==> src/rtl/pbus_pkg.sv <==
package pbus_pkg;
  typedef enum logic [1:0] {
    CLR_GR = 2'd0,
    CLR_R  = 2'd1,
    CLR_B  = 2'd2,
    CLR_GB = 2'd3
  } bayer_e;

  // Colour code from row and column parity after mirror correction.
  function automatic bayer_e bayer_of(input logic row_par, input logic col_par);
    return bayer_e'({row_par, col_par});
  endfunction
endpackage

==> src/rtl/pbus_sampler.sv <==
module pbus_sampler #(
  parameter int DATA_W = 12
) (
  input  logic              pclk,
  input  logic              rst,
  input  logic [DATA_W-1:0] bus_data,
  input  logic              bus_fv,
  input  logic              bus_lv,
  output logic [DATA_W-1:0] s_data,
  output logic              s_fv,
  output logic              s_lv
);
  // The sensor launches on the rising edge, so capture on the falling edge.
  always_ff @(negedge pclk) begin
    if (rst) begin
      s_data <= '0;
      s_fv   <= 1'b0;
      s_lv   <= 1'b0;
    end else begin
      s_data <= bus_data;
      s_fv   <= bus_fv;
      s_lv   <= bus_lv;
    end
  end
endmodule

==> src/rtl/pbus_framer.sv <==
module pbus_framer #(
  parameter int ROW_W = 12,
  parameter int COL_W = 12
) (
  input  logic             pclk,
  input  logic             rst,
  input  logic             s_fv,
  input  logic             s_lv,
  output logic             take,
  output logic             line_end,
  output logic             proto,
  output logic             first,
  output logic [ROW_W-1:0] cur_row,
  output logic [COL_W-1:0] cur_col
);
  logic             fv_q;
  logic             line_q;
  logic             sof_pend;
  logic [ROW_W-1:0] row_cnt;
  logic [COL_W-1:0] col_cnt;
  logic             lv_ok;
  logic             line_rise;
  logic             fv_rise;

  always_comb begin
    lv_ok     = s_fv & s_lv;
    line_rise = lv_ok & ~line_q;
    fv_rise   = s_fv & ~fv_q;
    take      = lv_ok;
    line_end  = ~lv_ok & line_q;
    proto     = s_lv & ~s_fv;
    cur_col   = line_rise ? '0 : col_cnt;
    cur_row   = fv_rise ? '0 : row_cnt;
    first     = lv_ok & (fv_rise | sof_pend);
  end

  always_ff @(posedge pclk) begin
    if (rst) begin
      fv_q     <= 1'b0;
      line_q   <= 1'b0;
      sof_pend <= 1'b0;
      row_cnt  <= '0;
      col_cnt  <= '0;
    end else begin
      fv_q   <= s_fv;
      line_q <= lv_ok;
      if (take)
        col_cnt <= cur_col + 1'b1;
      if (line_end)
        row_cnt <= row_cnt + 1'b1;
      else if (fv_rise)
        row_cnt <= '0;
      if (take)
        sof_pend <= 1'b0;
      else if (fv_rise)
        sof_pend <= 1'b1;
    end
  end
endmodule

==> src/rtl/pbus_tagger.sv <==
module pbus_tagger
  import pbus_pkg::*;
#(
  parameter int DATA_W = 12,
  parameter int ROW_W  = 12,
  parameter int COL_W  = 12
) (
  input  logic              pclk,
  input  logic              rst,
  input  logic              take,
  input  logic              line_end,
  input  logic              proto,
  input  logic              first,
  input  logic [ROW_W-1:0]  cur_row,
  input  logic [COL_W-1:0]  cur_col,
  input  logic [DATA_W-1:0] s_data,
  input  logic              mirror_h,
  input  logic              mirror_v,
  output logic              out_valid,
  output logic [DATA_W-1:0] out_data,
  output logic [ROW_W-1:0]  out_row,
  output logic [COL_W-1:0]  out_col,
  output logic [1:0]        out_color,
  output logic              out_sof,
  output logic              out_eol,
  output logic              out_err
);
  // One-pixel holding stage: a pixel leaves only when its successor
  // (or the end of its line) is known, so end-of-line can be tagged.
  logic              hold_v;
  logic [DATA_W-1:0] hold_data;
  logic [ROW_W-1:0]  hold_row;
  logic [COL_W-1:0]  hold_col;
  bayer_e            hold_color;
  logic              hold_sof;
  logic              emit;

  assign emit = hold_v & (take | line_end);

  always_ff @(posedge pclk) begin
    if (rst) begin
      hold_v     <= 1'b0;
      hold_data  <= '0;
      hold_row   <= '0;
      hold_col   <= '0;
      hold_color <= CLR_GR;
      hold_sof   <= 1'b0;
    end else if (take) begin
      hold_v     <= 1'b1;
      hold_data  <= s_data;
      hold_row   <= cur_row;
      hold_col   <= cur_col;
      hold_color <= bayer_of(cur_row[0] ^ mirror_v, cur_col[0] ^ mirror_h);
      hold_sof   <= first;
    end else if (line_end) begin
      hold_v <= 1'b0;
    end
  end

  always_ff @(posedge pclk) begin
    if (rst) begin
      out_valid <= 1'b0;
      out_data  <= '0;
      out_row   <= '0;
      out_col   <= '0;
      out_color <= '0;
      out_sof   <= 1'b0;
      out_eol   <= 1'b0;
      out_err   <= 1'b0;
    end else begin
      out_valid <= emit;
      out_err   <= proto;
      if (emit) begin
        out_data  <= hold_data;
        out_row   <= hold_row;
        out_col   <= hold_col;
        out_color <= logic'(hold_color[1]) ? {1'b1, hold_color[0]} : {1'b0, hold_color[0]};
        out_sof   <= hold_sof;
        out_eol   <= line_end;
      end
    end
  end

  // a frame always starts at row 0, column 0
  a_r7_sof_origin: assert property (@(posedge pclk) disable iff (rst)
    (out_valid && out_sof) |-> (out_row == '0 && out_col == '0));

  // after the end of a line nothing is emitted in the next cycle
  a_r8_eol_gap: assert property (@(posedge pclk) disable iff (rst)
    (out_valid && out_eol) |=> !out_valid);

  // inside a line, beats are back to back with consecutive columns
  a_r2_col_step: assert property (@(posedge pclk) disable iff (rst)
    (out_valid && !out_eol) |=> (out_valid && out_col == $past(out_col) + 1'b1));

  // the row stays constant within a line
  a_r3_row_hold: assert property (@(posedge pclk) disable iff (rst)
    (out_valid && !out_eol) |=> (out_row == $past(out_row)));
endmodule

==> src/rtl/pbus_bayer_capture.sv <==
module pbus_bayer_capture #(
  parameter int DATA_W = 12,
  parameter int ROW_W  = 12,
  parameter int COL_W  = 12
) (
  input  logic              pclk,
  input  logic              rst,
  input  logic              mirror_h,
  input  logic              mirror_v,
  input  logic [DATA_W-1:0] bus_data,
  input  logic              bus_fv,
  input  logic              bus_lv,
  output logic              px_valid,
  output logic [DATA_W-1:0] px_data,
  output logic [ROW_W-1:0]  px_row,
  output logic [COL_W-1:0]  px_col,
  output logic [1:0]        px_color,
  output logic              px_sof,
  output logic              px_eol,
  output logic              proto_err
);
  logic [DATA_W-1:0] s_data;
  logic              s_fv;
  logic              s_lv;
  logic              take;
  logic              line_end;
  logic              proto;
  logic              first;
  logic [ROW_W-1:0]  cur_row;
  logic [COL_W-1:0]  cur_col;

  pbus_sampler #(.DATA_W(DATA_W)) u_sampler (
    .pclk(pclk), .rst(rst),
    .bus_data(bus_data), .bus_fv(bus_fv), .bus_lv(bus_lv),
    .s_data(s_data), .s_fv(s_fv), .s_lv(s_lv)
  );

  pbus_framer #(.ROW_W(ROW_W), .COL_W(COL_W)) u_framer (
    .pclk(pclk), .rst(rst),
    .s_fv(s_fv), .s_lv(s_lv),
    .take(take), .line_end(line_end), .proto(proto), .first(first),
    .cur_row(cur_row), .cur_col(cur_col)
  );

  pbus_tagger #(.DATA_W(DATA_W), .ROW_W(ROW_W), .COL_W(COL_W)) u_tagger (
    .pclk(pclk), .rst(rst),
    .take(take), .line_end(line_end), .proto(proto), .first(first),
    .cur_row(cur_row), .cur_col(cur_col), .s_data(s_data),
    .mirror_h(mirror_h), .mirror_v(mirror_v),
    .out_valid(px_valid), .out_data(px_data), .out_row(px_row),
    .out_col(px_col), .out_color(px_color), .out_sof(px_sof),
    .out_eol(px_eol), .out_err(proto_err)
  );
endmodule

==> config.mk <==
export PLATFORM = sky130hd
export DESIGN_NAME = pbus_bayer_capture
export DESIGN_NICKNAME = d
export VERILOG_FILES = /design/src/rtl/pbus_pkg.sv /design/src/rtl/pbus_sampler.sv /design/src/rtl/pbus_framer.sv /design/src/rtl/pbus_tagger.sv /design/src/rtl/pbus_bayer_capture.sv
export SDC_FILE = /design/constraint.sdc
export NUM_CORES = 1
export LEC_CHECK = 0
export ABC_AREA = 1
export BUFFER_PORTS_ARGS = -buffer_cell sky130_fd_sc_hd__buf_2
export CAP_MARGIN = 10
export CORE_MARGIN = 4
export CORE_UTILIZATION = 59
export CTS_BUF_LIST = sky130_fd_sc_hd__clkbuf_4 sky130_fd_sc_hd__clkbuf_8
export DETAILED_ROUTE_END_ITERATION = 12
export PLACE_DENSITY = 0.81
export SLEW_MARGIN = 25
export SYNTH_ARGS = -nofsm -noshare
export SYNTH_HDL_FRONTEND = slang
export SYNTH_SLANG_ARGS = --single-unit
==> constraint.sdc <==
create_clock -name pclk -period 2.2 [get_ports pclk]
set_clock_uncertainty 0.15 [all_clocks]
set_input_delay 0.33 -clock pclk [delete_from_list [all_inputs] [get_ports pclk]]
set_output_delay 0.33 -clock pclk [all_outputs]
set_load 0.03 [all_outputs]
### After elaboration in Yosys (flattened, before gate mapping)

Index checks and enable logic that the tools add are counted.

| operators by class | value |
|---|---|
| $add $sub $neg | 2 |
| reductions and logical operators | 2 |
| muxes and demuxes | 6 |
| multiply operators | 0 |
| order comparisons | 0 |
| div/mod/pow operators | 0 |
| eq/ne operators | 0 |
| bitwise logic cells | 15 |
| shifts and indexed selects | 0 |

Operators by type and width:

| kind | number |
|---|---|
| two-way mux 12 bit | 3 |
| adder 12 x 1 -> 12 bit (second input constant) | 2 |
| AND 1 bit | 7 |
| inverter 1 bit | 4 |
| two-way mux 1 bit | 2 |
| two-way mux 2 bit | 1 |
| bitwise OR 1 bit | 2 |
| nonzero test 2 bit | 1 |
| OR reduction 2 bit | 1 |
| XOR 1 bit | 2 |

| storage, ports and cells | value |
|---|---|
| RAM bits | 0 |
| bits of input ports | 18 |
| output and inout bits | 42 |
| memories | 0 |
| flip-flop bits (word level) | 123 |
| bits in read-only memories | 0 |
| latch bits | 0 |
| word-level logic and storage cells | 47 |

### Longest topological paths before layout

| logic depth | value |
|---|---|
| depth in word-level cells | 5 |
| gate-level depth with buffers | 12 |
| mapped depth without buffers | 11 |

### Cells and area by module

A second synthesis with hierarchy kept.

| unflattened totals | value |
|---|---|
| cells, all modules | 678 |
| area, all modules | 4922.2 µm² |

By module, submodules not included:

| module | times used | cells an instance | sequential area each (µm²) | area each (µm²) |
|---|---|---|---|---|
| pbus_tagger | 1 | 404 | 1641.6 | 3034.2 |
| pbus_framer | 1 | 230 | 540.5 | 1487.7 |
| pbus_sampler | 1 | 44 | 280.3 | 400.4 |

==> run summary <==
Clk Latency, worst-skew pair: 0.46 ns
most frequent cells in the layout: dfxtp_1 (121), inv_1 (77), nor2_1 (60), buf_2 (60), nand2_1 (59)
routability congestion estimate: 0.912
top post-synthesis cells by area: dfxtp_1 (55%), o21ai_0 (7.8%), nor2_1 (6.0%)
Synth Net Count: 576
R2R depth: 10
Detailed Place HPWL: 7.15 mm
crit path kind: reg -> reg
first-pass GRT wire length: 18.0 mm
Hold Startpoint: mirror_h
sequential share of the synthesized area: 0.545
Nets: 702
DRT iter0 DRCs: 671
htree depth: 4
WL/cell: 20.8 µm
setup_tns: -46.37 ns
core area: 7330 µm²
cell taking the most area after synthesis: dfxtp_1
CP Launch Type: flip-flop
DR vias: 4858
violated checks: setup timing
vias in the first global route: 3984
Rel. slew slack: 0.661
grt ovf: 0
Die Y: 95.5 µm
hold endpoint: u_tagger.hold_color[0]
r2r endpoint: u_framer.col_cnt[8]
diode count: 0
critical path endpoint category: flip-flop
Worst Hold Class: in -> reg
IO Pins: 60
largest fanout on the critical path: 3
fin. max-slew vios: 0
row cnt: 31
Hold Violations, Final: 0
Yosys reg bits: 123
RSZ-0062 raised after global routing: yes
area occupied by registers: 2460 µm²
PD cells: 738 nW/µm²
Final ANT Viol Nets: 0
Ys Warns: 0
clock root buffer: clkbuf_8
PortBufs: 59
clock tree sinks: 123
endpoints failing setup: 108
worst r2r src: u_sampler.s_lv
Multi-input gate area: 2110 µm²
GRT Total Usage: 0.258
post-synth cell types: 32
die area: 9110 µm²
CTS tree: done
most frequent CP cell: nor2_4
WHS: 0.0835 ns
Gate Count Post-Synth: 556
Clock Pin Slew Worst Setup and Hold Paths: 0.08 ns
Power Total: 4.74 mW
leakage: 2.75 nW
largest stage delay on the critical path: 0.33 ns
leading cell type in the layout, fill and taps excluded: dfxtp_1
Data required, critical path: 2.41 ns
layout cell share with drive strength beyond 1: 0.363
Die W: 95.5 µm
Util after Layout: 0.875
Worst-Margin Slew: 0.508 ns
Critical-path top delay cell: dfxtp_2
R2R Setup Slk: -0.58 ns
largest net degree at the start of global routing: 42
peak supply drop: 0.000741 V
final setup margin: -0.584 ns
Area Overhead vs Synth: 42.1%
CP Cell Sequence: nand2_4, nor2_4, nor2_4, ha_4, inv_4, nor2_4, nand3_4, nor2_4, a21oi_1, nor2_1
Mapped Area: 4510 µm²
Starting Density: 0.616
vias per std cell: 6.12
status: finished with violations
Post-Route WL: 16.5 mm
top-area cell type share of the netlist area: 0.545
CP arrival: 3.00 ns
DRC viols: 0
drt pass-1 iters: 5
antenna violations before repair: 0
filler cell count: 307
cts bufs inserted: 17
WHS Path Cells: 3
Mapped Avg Cell Area: 8.12 µm²
clock tree buffer depth: 2
Max Cap Viol: 0
## Yosys cell counts
library cell / n
ha_1: 2
nor3_2: 2
nand2_1: 66
o21ai_1: 8
buf_6: 2
nand4_1: 2
inv_2: 5
a22oi_1: 1
nand3_1: 27
nor2_8: 1
clkbuf_1: 9
o32ai_1: 4
nor2_4: 1
dfxtp_1: 123
nand2_2: 1
or2_1: 1
nand4_2: 2
o22ai_1: 6
a211oi_1: 3
nand3_2: 1
buf_2: 11
buf_1: 2
a21oi_1: 47
o21ai_0: 70
nand3_4: 1
buf_4: 3
nand2_4: 3
o21ai_2: 1
inv_1: 70
nor3_1: 4
nor2_2: 5
nor2_1: 72
## kinds of logic after synthesis
logic type / count (synthesis) / share of synthesized area
fa+ha+maj: 2 / 0.00554
compound gates: 140 / 0.163
buf+inv: 102 / 0.0937
simple gates: 189 / 0.192
flops: 123 / 0.545
## how the worst max path moves through the flow
| stage | start | end | slack [ns] | depth (start not counted) |
|---|---|---|---|---|
| 2_1_floorplan | u_sampler.s_lv | u_framer.col_cnt[8] | -0.62 | 12 |
| 3_3_place_gp | u_sampler.s_lv | u_framer.col_cnt[8] | -0.48 | 11 |
| 3_5_place_dp | u_sampler.s_lv | u_framer.col_cnt[8] | -0.55 | 11 |
| 4_1_cts | u_sampler.s_lv | u_framer.col_cnt[8] | -0.48 | 11 |
| 5_1_grt | u_sampler.s_fv | u_framer.col_cnt[8] | -0.66 | 10 |
| 6_report | u_sampler.s_lv | u_framer.col_cnt[8] | -0.58 | 10 |
## state kept, by name, summed over array words and instances, names as in the netlist
name,cells
u_tagger.out_color,2
u_framer.line_q,1
u_tagger.out_row,12
u_tagger.out_sof,1
u_tagger.hold_color,2
u_tagger.hold_sof,1
u_tagger.out_valid,1
u_tagger.out_err,1
u_tagger.out_data,12
u_framer.col_cnt,12
u_sampler.s_fv,1
u_tagger.hold_row,12
u_tagger.out_eol,1
u_framer.row_cnt,12
u_tagger.hold_col,12
u_framer.fv_q,1
u_tagger.out_col,12
u_sampler.s_lv,1
u_sampler.s_data,12
u_framer.sof_pend,1
u_tagger.hold_v,1
u_tagger.hold_data,12
## stage by stage
| stage | cell area [µm²] | instances | worst slack (ns) |
|---|---|---|---|
| 2_1_floorplan | 4620 | 556 | -0.616 |
| 5_1_grt | 6420 | 794 | -0.663 |
| 3_5_place_dp | 5140 | 720 | -0.554 |
| 3_3_place_gp | 5140 | 720 | -0.483 |
| 6_report | 6420 | 794 | -0.584 |
| 4_1_cts | 5760 | 771 | -0.481 |
## final cells by class
class,count,area share
clock inverters,28,0.0355
inverters,74,0.0464
clock buffers,18,0.0376
well taps,99,0.0193
flip-flops and latches,123,0.384
repair buffers,119,0.148
multi-input cells,333,0.329
## power by group
| group | switching, mW | total [mW] | leakage (nW) | internal, mW |
|---|---|---|---|---|
| sequential | 0.0160 | 2.27 | 0.996 | 2.25 |
| combinational | 0.162 | 0.256 | 1.47 | 0.0938 |
| clock | 1.11 | 2.21 | 0.280 | 1.10 |
| total | 1.29 | 4.74 | 2.75 | 3.45 |
## timing repair
item | 4_1_cts | 5_1_grt
gates cloned | 0 | 6
gates resized for setup | 42 | 116
setup endpoints to repair | 107 | 108
endpoints found under the hold margin | 1 | 0
hold buffers | 1 | 0
setup buffers | 5 | 20
pin swaps | 10 | 27
## worst max-delay path, delay by kind of cell, from the launching register on
| family | cells | cell delay (ns) |
|---|---|---|
| compound gates | 1 | 0.09 |
| fa+ha+maj | 1 | 0.17 |
| buf+inv | 1 | 0.04 |
| flops | 1 | 0.33 |
| simple gates | 7 | 0.81 |
## metal layers
layer,share of wire,routed length [µm],up-vias,GRT usage
li1,-,-,2066,-
met3,0.10,1700,133,0.0710
met5,0,0,-,0
met4,0.070,1150,0,0.0877
met1,0.35,5750,2230,0.302
met2,0.48,7940,429,0.455
Power figures use the tool's default switching activity.
